File: src/rtl/clock_victim_pkg.sv
package clock_victim_pkg;

    typedef enum logic [1:0] {
        ST_IDLE,
        ST_SCAN,
        ST_REPORT,
        ST_WB_WAIT
    } pick_state_e;

    // Bits needed to hold a counter value 0..lim
    function automatic int cnt_bits(input int lim);
        return (lim < 2) ? 1 : $clog2(lim + 1);
    endfunction

endpackage

File: src/rtl/free_slot_pick.sv
module free_slot_pick #(
    parameter int NUM_FRAMES = 8,
    parameter int IDX_W      = 3
) (
    input  logic [NUM_FRAMES-1:0] valid_vec,
    output logic                  any_free,
    output logic [IDX_W-1:0]      free_idx
);

    // Scan from the top so that the lowest invalid frame wins
    always_comb begin
        free_idx = '0;
        for (int i = NUM_FRAMES - 1; i >= 0; i--) begin
            if (!valid_vec[i]) begin
                free_idx = IDX_W'(i);
            end
        end
    end

    assign any_free = ~&valid_vec;

endmodule

File: src/rtl/frame_meta_bank.sv
module frame_meta_bank #(
    parameter int NUM_FRAMES = 8,
    parameter int IDX_W      = 3,
    parameter int CNT_W      = 2,
    parameter int CNT_MAX    = 2
) (
    input  logic                             clk,
    input  logic                             rst_n,
    input  logic                             ref_valid,
    input  logic [IDX_W-1:0]                 ref_frame,
    input  logic                             ref_write,
    input  logic                             load_valid,
    input  logic [IDX_W-1:0]                 load_frame,
    input  logic                             exam_en,
    input  logic [IDX_W-1:0]                 exam_frame,
    input  logic                             exam_clear,
    input  logic                             exam_inc,
    input  logic                             exam_zero,
    input  logic                             dclr_en,
    input  logic [IDX_W-1:0]                 dclr_frame,
    output logic [NUM_FRAMES-1:0]            valid_vec,
    output logic [NUM_FRAMES-1:0]            use_vec,
    output logic [NUM_FRAMES-1:0]            dirty_vec,
    output logic [NUM_FRAMES-1:0][CNT_W-1:0] cnt_vec
);

    for (genvar i = 0; i < NUM_FRAMES; i++) begin : g_frame
        logic             ref_hit, load_hit, exam_hit, dclr_hit;
        logic             valid_q, use_q, dirty_q;
        logic [CNT_W-1:0] cnt_q;

        assign ref_hit  = ref_valid  && (ref_frame  == IDX_W'(i));
        assign load_hit = load_valid && (load_frame == IDX_W'(i));
        assign exam_hit = exam_en    && (exam_frame == IDX_W'(i));
        assign dclr_hit = dclr_en    && (dclr_frame == IDX_W'(i));

        always_ff @(posedge clk) begin
            if (!rst_n) begin
                valid_q <= 1'b0;
                use_q   <= 1'b0;
                dirty_q <= 1'b0;
                cnt_q   <= '0;
            end else begin
                if (load_hit) begin
                    valid_q <= 1'b1;
                end
                // A reference or load beats a sweep clear
                if (ref_hit || load_hit) begin
                    use_q <= 1'b1;
                end else if (exam_hit && exam_clear) begin
                    use_q <= 1'b0;
                end
                // A write reference beats load and write-back clears
                if (ref_hit && ref_write) begin
                    dirty_q <= 1'b1;
                end else if (load_hit || dclr_hit) begin
                    dirty_q <= 1'b0;
                end
                if (load_hit) begin
                    cnt_q <= '0;
                end else if (exam_hit) begin
                    if (exam_clear || exam_zero) begin
                        cnt_q <= '0;
                    end else if (exam_inc) begin
                        cnt_q <= cnt_q + 1'b1;
                    end
                end
            end
        end

        assign valid_vec[i] = valid_q;
        assign use_vec[i]   = use_q;
        assign dirty_vec[i] = dirty_q;
        assign cnt_vec[i]   = cnt_q;

        AST_CNT_CEIL: assert property (@(posedge clk) disable iff (!rst_n)
            cnt_q <= CNT_W'(CNT_MAX)) else $error("sweep counter above limit");
    end

    AST_REF_SETS_USE: assert property (@(posedge clk) disable iff (!rst_n)
        ref_valid |=> use_vec[$past(ref_frame)]) else $error("reference lost");

    AST_LOAD_FRESH: assert property (@(posedge clk) disable iff (!rst_n)
        (load_valid && !(ref_valid && ref_write && ref_frame == load_frame))
        |=> (valid_vec[$past(load_frame)] && use_vec[$past(load_frame)] &&
             !dirty_vec[$past(load_frame)] && cnt_vec[$past(load_frame)] == '0))
        else $error("load did not reset frame");

endmodule

File: src/rtl/clock_victim_picker.sv
module clock_victim_picker
    import clock_victim_pkg::*;
#(
    parameter int  NUM_FRAMES    = 8,
    parameter int  CLEAN_CHANCES = 1,
    parameter int  DIRTY_CHANCES = 2,
    localparam int IDX_W         = (NUM_FRAMES < 2) ? 1 : $clog2(NUM_FRAMES)
) (
    input  logic             clk,
    input  logic             rst_n,
    input  logic             ref_valid,
    input  logic [IDX_W-1:0] ref_frame,
    input  logic             ref_write,
    input  logic             load_valid,
    input  logic [IDX_W-1:0] load_frame,
    input  logic             fault_req,
    output logic             res_valid,
    input  logic             res_ready,
    output logic [IDX_W-1:0] res_frame,
    output logic             res_writeback,
    input  logic             wb_ack
);

    localparam int CNT_W      = cnt_bits(DIRTY_CHANCES);
    localparam int SCAN_BOUND = (DIRTY_CHANCES + 1) * NUM_FRAMES + 1;
    localparam int SL_W       = $clog2(SCAN_BOUND + 1);
    localparam logic [CNT_W:0] LIM_CLEAN = (CNT_W + 1)'(CLEAN_CHANCES);
    localparam logic [CNT_W:0] LIM_DIRTY = (CNT_W + 1)'(DIRTY_CHANCES);

    pick_state_e state_q, state_d;

    logic [IDX_W-1:0]            hand_q, hand_nxt, victim_q;
    logic                        wb_q;
    logic [NUM_FRAMES-1:0]       valid_vec, use_vec, dirty_vec;
    logic [NUM_FRAMES-1:0][CNT_W-1:0] cnt_vec;
    logic                        any_free;
    logic [IDX_W-1:0]            free_idx;
    logic                        use_h, dirty_h, pick_h;
    logic [CNT_W:0]              cnt_plus;
    logic                        exam_en, exam_clear, exam_inc, exam_zero, dclr_en;
    logic [SL_W-1:0]             scan_len_q;
    logic                        quiet_q;

    free_slot_pick #(.NUM_FRAMES(NUM_FRAMES), .IDX_W(IDX_W)) u_free (
        .valid_vec (valid_vec),
        .any_free  (any_free),
        .free_idx  (free_idx)
    );

    frame_meta_bank #(
        .NUM_FRAMES (NUM_FRAMES),
        .IDX_W      (IDX_W),
        .CNT_W      (CNT_W),
        .CNT_MAX    (DIRTY_CHANCES)
    ) u_meta (
        .clk        (clk),
        .rst_n      (rst_n),
        .ref_valid  (ref_valid),
        .ref_frame  (ref_frame),
        .ref_write  (ref_write),
        .load_valid (load_valid),
        .load_frame (load_frame),
        .exam_en    (exam_en),
        .exam_frame (hand_q),
        .exam_clear (exam_clear),
        .exam_inc   (exam_inc),
        .exam_zero  (exam_zero),
        .dclr_en    (dclr_en),
        .dclr_frame (victim_q),
        .valid_vec  (valid_vec),
        .use_vec    (use_vec),
        .dirty_vec  (dirty_vec),
        .cnt_vec    (cnt_vec)
    );

    // Frame under the hand
    assign use_h    = use_vec[hand_q];
    assign dirty_h  = dirty_vec[hand_q];
    assign cnt_plus = {1'b0, cnt_vec[hand_q]} + 1'b1;
    assign pick_h   = !use_h && (cnt_plus >= (dirty_h ? LIM_DIRTY : LIM_CLEAN));
    assign hand_nxt = (hand_q == IDX_W'(NUM_FRAMES - 1)) ? '0 : hand_q + 1'b1;

    // State register
    always_ff @(posedge clk) begin
        if (!rst_n) begin
            state_q <= ST_IDLE;
        end else begin
            state_q <= state_d;
        end
    end

    // Next state
    always_comb begin
        state_d = state_q;
        unique case (state_q)
            ST_IDLE:    if (fault_req) state_d = any_free ? ST_REPORT : ST_SCAN;
            ST_SCAN:    if (pick_h)    state_d = ST_REPORT;
            ST_REPORT:  if (res_ready) state_d = wb_q ? ST_WB_WAIT : ST_IDLE;
            ST_WB_WAIT: if (wb_ack)    state_d = ST_IDLE;
        endcase
    end

    // Outputs and sweep controls
    always_comb begin
        res_valid     = (state_q == ST_REPORT);
        res_frame     = victim_q;
        res_writeback = wb_q;
        exam_en       = (state_q == ST_SCAN);
        exam_clear    = use_h;
        exam_inc      = !use_h && !pick_h;
        exam_zero     = pick_h;
        dclr_en       = (state_q == ST_WB_WAIT) && wb_ack;
    end

    // Hand, victim and search-length registers
    always_ff @(posedge clk) begin
        if (!rst_n) begin
            hand_q     <= '0;
            victim_q   <= '0;
            wb_q       <= 1'b0;
            scan_len_q <= '0;
            quiet_q    <= 1'b1;
        end else begin
            if (state_q == ST_IDLE) begin
                scan_len_q <= '0;
                quiet_q    <= 1'b1;
                if (fault_req && any_free) begin
                    victim_q <= free_idx;
                    wb_q     <= 1'b0;
                end
            end
            if (state_q == ST_SCAN) begin
                hand_q  <= hand_nxt;
                quiet_q <= quiet_q && !ref_valid && !load_valid;
                if (scan_len_q != SL_W'(SCAN_BOUND)) begin
                    scan_len_q <= scan_len_q + 1'b1;
                end
                if (pick_h) begin
                    victim_q <= hand_q;
                    wb_q     <= dirty_h;
                end
            end
        end
    end

    AST_HAND_PARKED: assert property (@(posedge clk) disable iff (!rst_n)
        (state_q != ST_SCAN) |=> $stable(hand_q)) else $error("hand moved outside search");

    AST_RES_HOLD: assert property (@(posedge clk) disable iff (!rst_n)
        (res_valid && !res_ready) |=> (res_valid && $stable(res_frame) && $stable(res_writeback)))
        else $error("result changed before accept");

    AST_WB_CLEARS: assert property (@(posedge clk) disable iff (!rst_n)
        ((state_q == ST_WB_WAIT) && wb_ack && !(ref_valid && ref_write && ref_frame == victim_q))
        |=> !dirty_vec[$past(victim_q)]) else $error("dirty bit survived write-back");

    AST_SCAN_BOUND: assert property (@(posedge clk) disable iff (!rst_n)
        ((state_q == ST_SCAN) && quiet_q) |-> (scan_len_q < SL_W'(SCAN_BOUND)))
        else $error("search exceeded bound");

endmodule

File: config.mk
export PLATFORM = sky130hd
export DESIGN_NAME = clock_victim_picker
export DESIGN_NICKNAME = d
export VERILOG_FILES = /design/src/rtl/clock_victim_pkg.sv /design/src/rtl/free_slot_pick.sv /design/src/rtl/frame_meta_bank.sv /design/src/rtl/clock_victim_picker.sv
export SDC_FILE = /design/constraint.sdc
export NUM_CORES = 1
export LEC_CHECK = 0
export ABC_AREA = 1
export BUFFER_PORTS_ARGS = -buffer_cell sky130_fd_sc_hd__buf_2
export CORE_UTILIZATION = 65
export DETAILED_ROUTE_END_ITERATION = 6
export GPL_TIMING_DRIVEN = 0
export PLACE_DENSITY = 0.95
export SLEW_MARGIN = 5
export SYNTH_ARGS = -nofsm -noshare
export SYNTH_HDL_FRONTEND = slang
export SYNTH_SLANG_ARGS = --single-unit
File: constraint.sdc
create_clock -name clk -period 6.4 [get_ports clk]
set_clock_uncertainty 0.1 [all_clocks]
set_input_delay 1.28 -clock clk [delete_from_list [all_inputs] [get_ports clk]]
set_output_delay 1.28 -clock clk [all_outputs]
set_load 0.05 [all_outputs]
; After elaboration in Yosys (flattened, before gate mapping)
; Index checks and enable logic that the tools add are counted.
[totals]
ff_bits = 49
latchBits = 0
ramBits = 0
rom_bits = 0
input_bits = 14
output_inout_bits = 5
wordCells = 275
mem_count = 0
[op_classes]
addsub = 10
n_mul = 0
div_mod_pow = 0
magnitude_cmp = 2
n_eq_ne = 35
n_shift = 0
muxes = 79
n_bitwise = 1
reduce_logical = 112
[op_table]
columns = cell, count
row1 = $logic_and 1x1->1, 52
row2 = $eq 3x3->1 const B, 16
row3 = $mux 2, 24
row4 = $mux 3, 13
row5 = $mux 1, 38
row6 = $reduce_bool 2->1, 17
row7 = $eq 3x2->1 const B, 8
row8 = $logic_or 1x1->1, 17
row9 = $add 2x1->2 const B, 8
row10 = $reduce_and 2->1, 8
row11 = $reduce_or 2->1, 8
row12 = $eq 3x1->1 const B, 4
row13 = $logic_not 3->1, 4
row14 = $pmux 2 s4, 1
row15 = $reduce_and 8->1, 1
row16 = $bmux 1 s3, 2
row17 = $bmux 2 s3, 1
row18 = $ne 2x2->1 const B, 3
row19 = $eq 2x2->1 const B, 2
row20 = $lt 3x4->1 const B, 1
row21 = $reduce_and 4->1, 1
row22 = $add 2x1->3 const B, 1
row23 = $add 3x1->3 const B, 1
row24 = $ge 3x2->1, 1
row25 = 5 further kinds, 7

; Logic depth before layout (Yosys ltp)
; Gate-level depths: netlist (run 1).
[logic_depth]
word_depth = 12
depth_mapped = 17
ltp_nobuf = 16

; By module
; Synthesis (run 1) repeated with hierarchy kept, for this count alone.
[hier_totals]
cells_unflattened = 519
area_unflattened_um2 = 3226.8
[by_module_without_submodules]
columns = mod, n_inst, cells_each, area_each_um2, seq_area_each_um2
row1 = frame_meta_bank, 1, 349, 2229.6, 800.8
row2 = clock_victim_picker, 1, 152, 918.4, 180.2
row3 = free_slot_pick, 1, 18, 78.8, 0.0

; Least setup slack after synthesis (run 1)
; No wires, ideal clock.
[synth_timing]
path_type = flip-flop to flip-flop
startpoint = reg hand_q[0]
endpoint = reg victim_q[0] (netlist: res_frame[0])
setup_ns = 0.117
t_arrival_ns = 2.390
required_time_ns = 6.183
path_slack_ns = 3.793
stages_incl_launch_ff = 15
n_path_buf = 3
synth_period_minus_slack_ns = 2.607
cell_sequence = dfxtp_1 -> buf_6 -> inv_2 -> buf_6 -> buf_2 -> o21ai_0 -> nand2_1 -> nor2_1 -> a31oi_1 -> fa_1 -> nand2_1 -> o21ai_1 -> nand4_2 -> o21ai_0 -> nor2_1
[synth_between]
elab_chain_cells = 7
elab_cells_between_ends = 13
cone_classes = add/sub (1) / order compare (1) / mux (9) / reduce/logical (2)
[synth_lines]
columns = element, line
row1 = from (decl), clock_victim_picker.sv:32  ; logic [IDX_W-1:0] hand_q, hand_nxt, victim_q;
row2 = from (signal assigned), clock_victim_picker.sv:133  ; hand_q <= hand_nxt;
row3 = $bmux 2 s3 or $bmux 1 s3 (tied branches), "clock_victim_picker.sv:79, clock_victim_picker.sv:78"
row4 = $mux 2 (not written as such) or $mux 1 (tied branches), "clock_victim_picker.sv:79, clock_victim_picker.sv:78"
row5 = $add 2x1->3 or $mux 2 (tied branches), "clock_victim_picker.sv:79, clock_victim_picker.sv:80"
row6 = $ge 3x2->1, clock_victim_picker.sv:80  ; assign pick_h = !use_h && (cnt_plus >= (dirty_h ? LIM_DIRTY : LIM_CLEAN));
row7 = $logic_and 1x1->1, clock_victim_picker.sv:80
row8 = $mux 3 *, clock_victim_picker.sv:138  ; if (pick_h) begin
row9 = $mux 3 *, clock_victim_picker.sv:132  ; if (state_q == ST_SCAN) begin
row10 = to (signal assigned), clock_victim_picker.sv:128  ; victim_q <= free_idx;
row11 = to (signal assigned), clock_victim_picker.sv:139  ; victim_q <= hand_q;
row12 = to (decl), clock_victim_picker.sv:32
; Every way passes the cells marked *; elsewhere a longest branch is shown, timed or not. The select of a mux whose other input is x is not followed.
; A chain may end at the register's enable or synchronous reset.

; Worst setup path in the final report (run 1)
; Same ends and word-level chain as after synthesis.

==> reports/results.ini, run 1 <==
[flow_run]
cap_viol_max_count=0

[clock_tree]
cts_resized=0
cts_tree=done
clock-sinks=49
post_cts_buffers=0
cts_root_buf=clkbuf_8
ctsHoldBuffers=0
clock_latency_ps=310
h-tree-depth=2
clkTransAtPathRegs_ps=90
clockBufferDepth=2
cts_buffers=5

[die]
core_area_sq_um=4090
start_util_pct=68.8
chipWidth_microns=67.8
ios=19
die-area_sq_um=4590
fp.dieH_microns=67.8
num_rows=23

[pwr]
power_w=0.00112
ir_drop_mv=0.204
powerDensity_nw_per_um2=368
leakage_nw=1.36

[yosys]
ys_top_cells_by_area=dfxtp_1 (35%), nand2_1 (11%), inv_1 (7.1%)
synth_seq_cells=49
syn-num-nets=427
ys_types=38
yosysWarnings=0
synth_largest_area_cell=dfxtp_1
synth_area_sq_um=2810
ys_seq_area_share_pct=34.9
synthCells=404
syn_area_per_cell_sq_um=6.96
yosysTopAreaCellShare_pct=34.9

[setup_path]
worst_ep_required_time_ps=6510
critPathLaunchType=register
crit_arrival_ps=3250
worstPathBufferInverterCount=4
crit_path_end_kind=register
path_delay_family=compound AO/OA/AOI/OAI gates
critical_path_class=reg2reg
slowest_stage=fa_1
crit_path_max_incr_delay_ps=560
ff2ff_setup_slack_ps=3260
path_cells=buf_6 -> inv_2 -> buf_6 -> buf_2 -> o21ai_0 -> a31oi_1 -> fa_1 -> nand2_1 -> o21ai_1 -> nand4_2 -> o21ai_0 -> nor2_1
critPathMaxFanout=11

[placement]
dpl.hpwl_microns=5450
dp_slack_ps=3360
port-buffer-count=17
place_inst=471
gp_congestion=0.957

[global_route]
grt_pass1_wl_microns=11300
grt.overflow.total=0
grtUsageTotal_pct=34.1
grt_max_degree=16
grt_pass1_vias=2515
antenna_found_initial=0

[timing]
slew_violations=0
rsz0062_at_grt=no
period_minus_slack_ps=3140
setup_viol=0
finalHoldViolCount=0
slew_headroom_pct=58.9
fin_crit_sh_pct=49.0
tns_ps=0
fin_ws_ps=3260
tightest_slew_ps=616
clock.fmax_mhz=319

[detailed_routing]
wl_per_cell_microns=15.1
drt_wl_total_microns=7260
first_pass_iters=5
drcViolationCount=0
vias=2845
routed_via_density=5.94
drtAntennaViolNets=0
drt-initial-drc-count=349

[final_layout]
stdcell_count=479
nets=451
drive_above_1_share_pct=14.5
utilization_pct=74.8
antenna_cells=0
area_delta_synth_final_pct=8.68

[status]
outcome=complete, no violations

[min_path]
hold_path_class=reg2reg

[through the flow]
| step | hold WS (ps) | cell area [sq um] |
|---|---|---|
| 3_3_place_gp | 349 | 2960 |
| 2_1_floorplan | 339 | 2810 |
| 6_report | 378 | 3060 |
| 3_5_place_dp | 363 | 2960 |
| 5_1_grt | 401 | 3060 |
| 4_1_cts | 375 | 3060 |
[report_power, final]
part / switching [W] / internal (W)
logic: 0.000389 / 0.000162
registers: 0.0000418 / 0.000337
clock network: 0.000106 / 0.0000877
[worst min-delay path, delay by kind of cell, from the launching register on]
| family | cells | cell delay, ps |
|---|---|---|
| AO/OA/AOI/OAI | 1 | 50 |
| flip-flops | 1 | 320 |
| AND/OR/NAND/NOR | 1 | 60 |
[final cells by class]
cell class,count,area [sq um]
multi-input cells,282,1520
fillers,320,1030
flip-flops and latches,49,981
inverters,62,235
repair buffers,17,85.1
clock buffers,6,82.6
plain buffers,11,72.6
well taps,50,62.6
clock inverters,2,13.8
[per-layer routing]
layer | global-route usage [%] | share of wire (%)
met1 | 42.0 | 42
met2 | 56.3 | 47
met3 | 9.12 | 9.4
met4 | 12.8 | 2.2
met5 | 0 | 0
[cell usage after synthesis (all sizes together)]
library cell and n:
a211oi 1, a21oi 36, a22oi 3, a31oi 5, and3 1, buf 8
clkbuf 3, dfxtp 49, fa 1, ha 8, inv 62, nand2 88
nand3 26, nand3b 1, nand4 4, nor2 41, nor3 6, nor4 8
o211a 1, o21a 5, o21ai 33, o22ai 3, o31ai 1, o32ai 5
xnor2 1, xor2 4
[state kept, by name (all words and copies together), names as in the netlist]
| name | flops |
|---|---|
| res_frame | 3 |
| hand_q | 3 |
| u_meta.g_frame.cnt_q | 16 |
| u_meta.g_frame.valid_q | 8 |
| u_meta.g_frame.use_q | 8 |
| state_q | 2 |
| res_writeback | 1 |
| u_meta.g_frame.dirty_q | 8 |
[logic make-up (layout without fill, tap and decap cells)]
| kind of cell | Yosys count | in the layout | share of synthesized area (%) |
|---|---|---|---|
| AOI/OAI and AO/OA | 93 | 93 | 18.6 |
| xor gates and xnor gates | 5 | 5 | 1.56 |
| adders and majority gates | 9 | 9 | 4.27 |
| buffers and inverters | 73 | 98 | 10.9 |
| DFF | 49 | 49 | 34.9 |
| and+or+nand+nor | 175 | 175 | 29.7 |
[placed cells by master (no fill, tap or decap), types with 4 or more instances in the layout]
| master | netlist | final |
|---|---|---|
| o21ai_0 | 31 | 31 |
| nand2_2 | 5 | 5 |
| nand2_1 | 81 | 81 |
| nor4_1 | 8 | 8 |
| buf_2 | 4 | 21 |
| dfxtp_1 | 49 | 49 |
| inv_1 | 53 | 53 |
| inv_2 | 8 | 8 |
| nand3_1 | 21 | 21 |
| a31oi_1 | 5 | 5 |
| clkbuf_8 | 0 | 6 |
| nor2_1 | 39 | 39 |
| ha_1 | 8 | 8 |
| o21a_1 | 5 | 5 |
| xor2_1 | 4 | 4 |
| o32ai_1 | 5 | 5 |
| nand3_2 | 5 | 5 |
| a21oi_1 | 36 | 36 |
[final timing paths]
kind,cells past startpoint,start,end
max,12,hand_q[0],res_frame[0]
min,2,u_meta.g_frame[5].use_q,u_meta.g_frame[5].use_q
max reg2reg,12,hand_q[0],res_frame[0]
min reg2reg,2,u_meta.g_frame[5].use_q,u_meta.g_frame[5].use_q
(Power assumes the default switching activity.)
==> run 2, diff against run 1 <==
- CORE_UTILIZATION: 65 -> 60
- PLACE_DENSITY: 0.95 -> 0.91
- clock period: 6.4 -> 3 ns (I/O delays scaled with it)
==> run 2 against run 1 <==
Clock-buffer cell count fell by 1. Sequential cell count did not move. Cell count rose by 0.42%. Sequential share of layout area fell by 0.43 points. Critical path type unchanged. Design area rose by 1.5%. Hold slack got worse by 9.3 ps. Fmax rose by 9.4%. Combinational power rose by 140%.
==> reports/results.ini, run 2 (synthesis gave the netlist of run 1 again) <==
[setup_path]
worst_r2r_endpoint=u_meta.g_frame[7].cnt_q[1]
slowest_stage=fa_1
critical_path_class=reg2reg
regToRegStartpoint=hand_q[0]
critPathLaunchType=register
crit_arrival_ps=2970
worstPathBufferInverterCount=6
ff2ff_setup_slack_ps=130
path_cells=buf_6 -> inv_2 -> buf_6 -> buf_2 -> a21oi_1 -> o21ai_0 -> a31oi_1 -> fa_1 -> nand2_1 -> o21ai_4 -> inv_1 -> nand2_4 -> nand2_1 -> inv_1 -> nor2_1
worstRegToRegCells=15
path_delay_family=buffers and inverters
crit_path_end_kind=register
worst_ep_required_time_ps=3100
crit_path_max_incr_delay_ps=560
critPathMaxFanout=11

[timing]
fin_crit_sh_pct=95.6
period_minus_slack_ps=2870
tightest_slew_ps=600
setup_viol=0
clock.fmax_mhz=349
finalHoldViolCount=0
slew_headroom_pct=60.0
slew_violations=0

[global_route]
grt.overflow.total=0
grtUsageTotal_pct=31.1
antenna_found_initial=0
grt_pass1_vias=2641
grt_max_degree=15
grt_pass1_wl_microns=12000

[min_path]
min_to=u_meta.g_frame[5].use_q
hp-start=u_meta.g_frame[5].use_q
hold_path_depth=2
hold_path_class=reg2reg

[detailed_routing]
drt_wl_total_microns=7600
vias=2892
drtAntennaViolNets=0
wl_per_cell_microns=15.8
first_pass_iters=5
routed_via_density=6.01
drcViolationCount=0
drt-initial-drc-count=383

[die]
start_util_pct=63.7
core_area_sq_um=4410
num_rows=24
fp.dieH_microns=70.5
chipWidth_microns=70.5
ios=19
die-area_sq_um=4960

[placement]
place_inst=473
dpl_cell_area_sq_um=2960
gp_congestion=0.910
dpl.hpwl_microns=5440
port-buffer-count=17

[clock_tree]
h-tree-depth=2
clockBufferDepth=2
clock-sinks=49
cts_root_buf=clkbuf_8
cts_tree=done
clkTransAtPathRegs_ps=90
cts_buffers=5
ctsHoldBuffers=0
clock_latency_ps=300

[pwr]
leakage_nw=1.36
powerDensity_nw_per_um2=832
ir_drop_mv=0.432

[final_layout]
top_register=u_meta.g_frame.cnt_q
num-fill-cells=357
layout_common_cells=nand2_1 (81), inv_1 (53), dfxtp_1 (48), nor2_1 (39), a21oi_1 (36)
fin_area_sq_um=3100
largest_register_ffs=16
layout_commonest_cell=nand2_1
nets=452
area_delta_synth_final_pct=10.3
drive_above_1_share_pct=15.2
stdcell_count=481
antenna_cells=0

[status]
outcome=complete, no violations

[flow_run]
cap_viol_max_count=0

## run 2: layout make-up
class                      instances  area [sq um]  area share, %
timing repair buffer              18          92.6           2.99
inverter                          62           235           7.59
buffer                            11          72.6           2.34
clock inverter                     2          35.0           1.13
sequential                        49           982           31.7
tap                               52          65.1           2.10
clock buffer                       5          68.8           2.22
multi-input combinational        282          1550           50.0
## run 2: report_power, final
| part | switching (W) | internal, W |
|---|---|---|
| Combinational | 0.000907 | 0.000405 |
| Clock | 0.000220 | 0.000243 |
| Sequential | 0.0000843 | 0.000720 |
| Total | 0.00121 | 0.00137 |
## run 2: worst reg2reg max path, cell delays in order (launching register included)
cell and delay, ps:
dfxtp_2 350, buf_6 140, inv_2 60, buf_6 140, buf_2 240, a21oi_1 90, o21ai_0 110, a31oi_1 190
fa_1 560, nand2_1 90, o21ai_4 230, inv_1 120, nand2_4 150, nand2_1 70, inv_1 90, nor2_1 50
## run 2: what timing repair did
item / in CTS / in global routing
gates resized for setup: 1 / 7
setup endpoints to repair: 11 / 22
setup buffers: 0 / 1
pin swaps: 0 / 1
## run 2: worst max path at each step
stage / startpoint / endpoint / slack [ps] / depth (start not counted)
finish: hand_q[0] / u_meta.g_frame[7].cnt_q[1] / 130 / 15
global route: hand_q[0] / u_meta.g_frame[7].cnt_q[1] / -30 / 15
CTS: hand_q[0] / res_frame[0] / 20 / 12
detailed placement: hand_q[0] / res_frame[0] / -70 / 12
global placement: hand_q[0] / res_frame[0] / -50 / 12
floorplan: hand_q[0] / res_frame[0] / 390 / 14
## run 2: through the flow
stage               utilization (%)  worst slack (ps)  hold WS [ps]  power, W  TNS (ps)
finish                         70.2               131           369   0.00258         0
global route                   70.2             -30.7           398   0.00272      -177
CTS                            69.5              15.5           370   0.00244         0
detailed placement             67.1             -73.3           358   0.00197      -329
global placement               67.1             -49.8           351   0.00193     -80.7
floorplan                         -               393           339   0.00169         0
## run 2: routing by layer
layer | vias to the layer above | global-route usage [%] | wire (microns)
met5 | - | 0 | 0
met4 | 0 | 12.2 | 219
met3 | 29 | 6.35 | 721
met2 | 166 | 52.8 | 3620
met1 | 1315 | 38.3 | 3040
li1 | 1382 | - | -
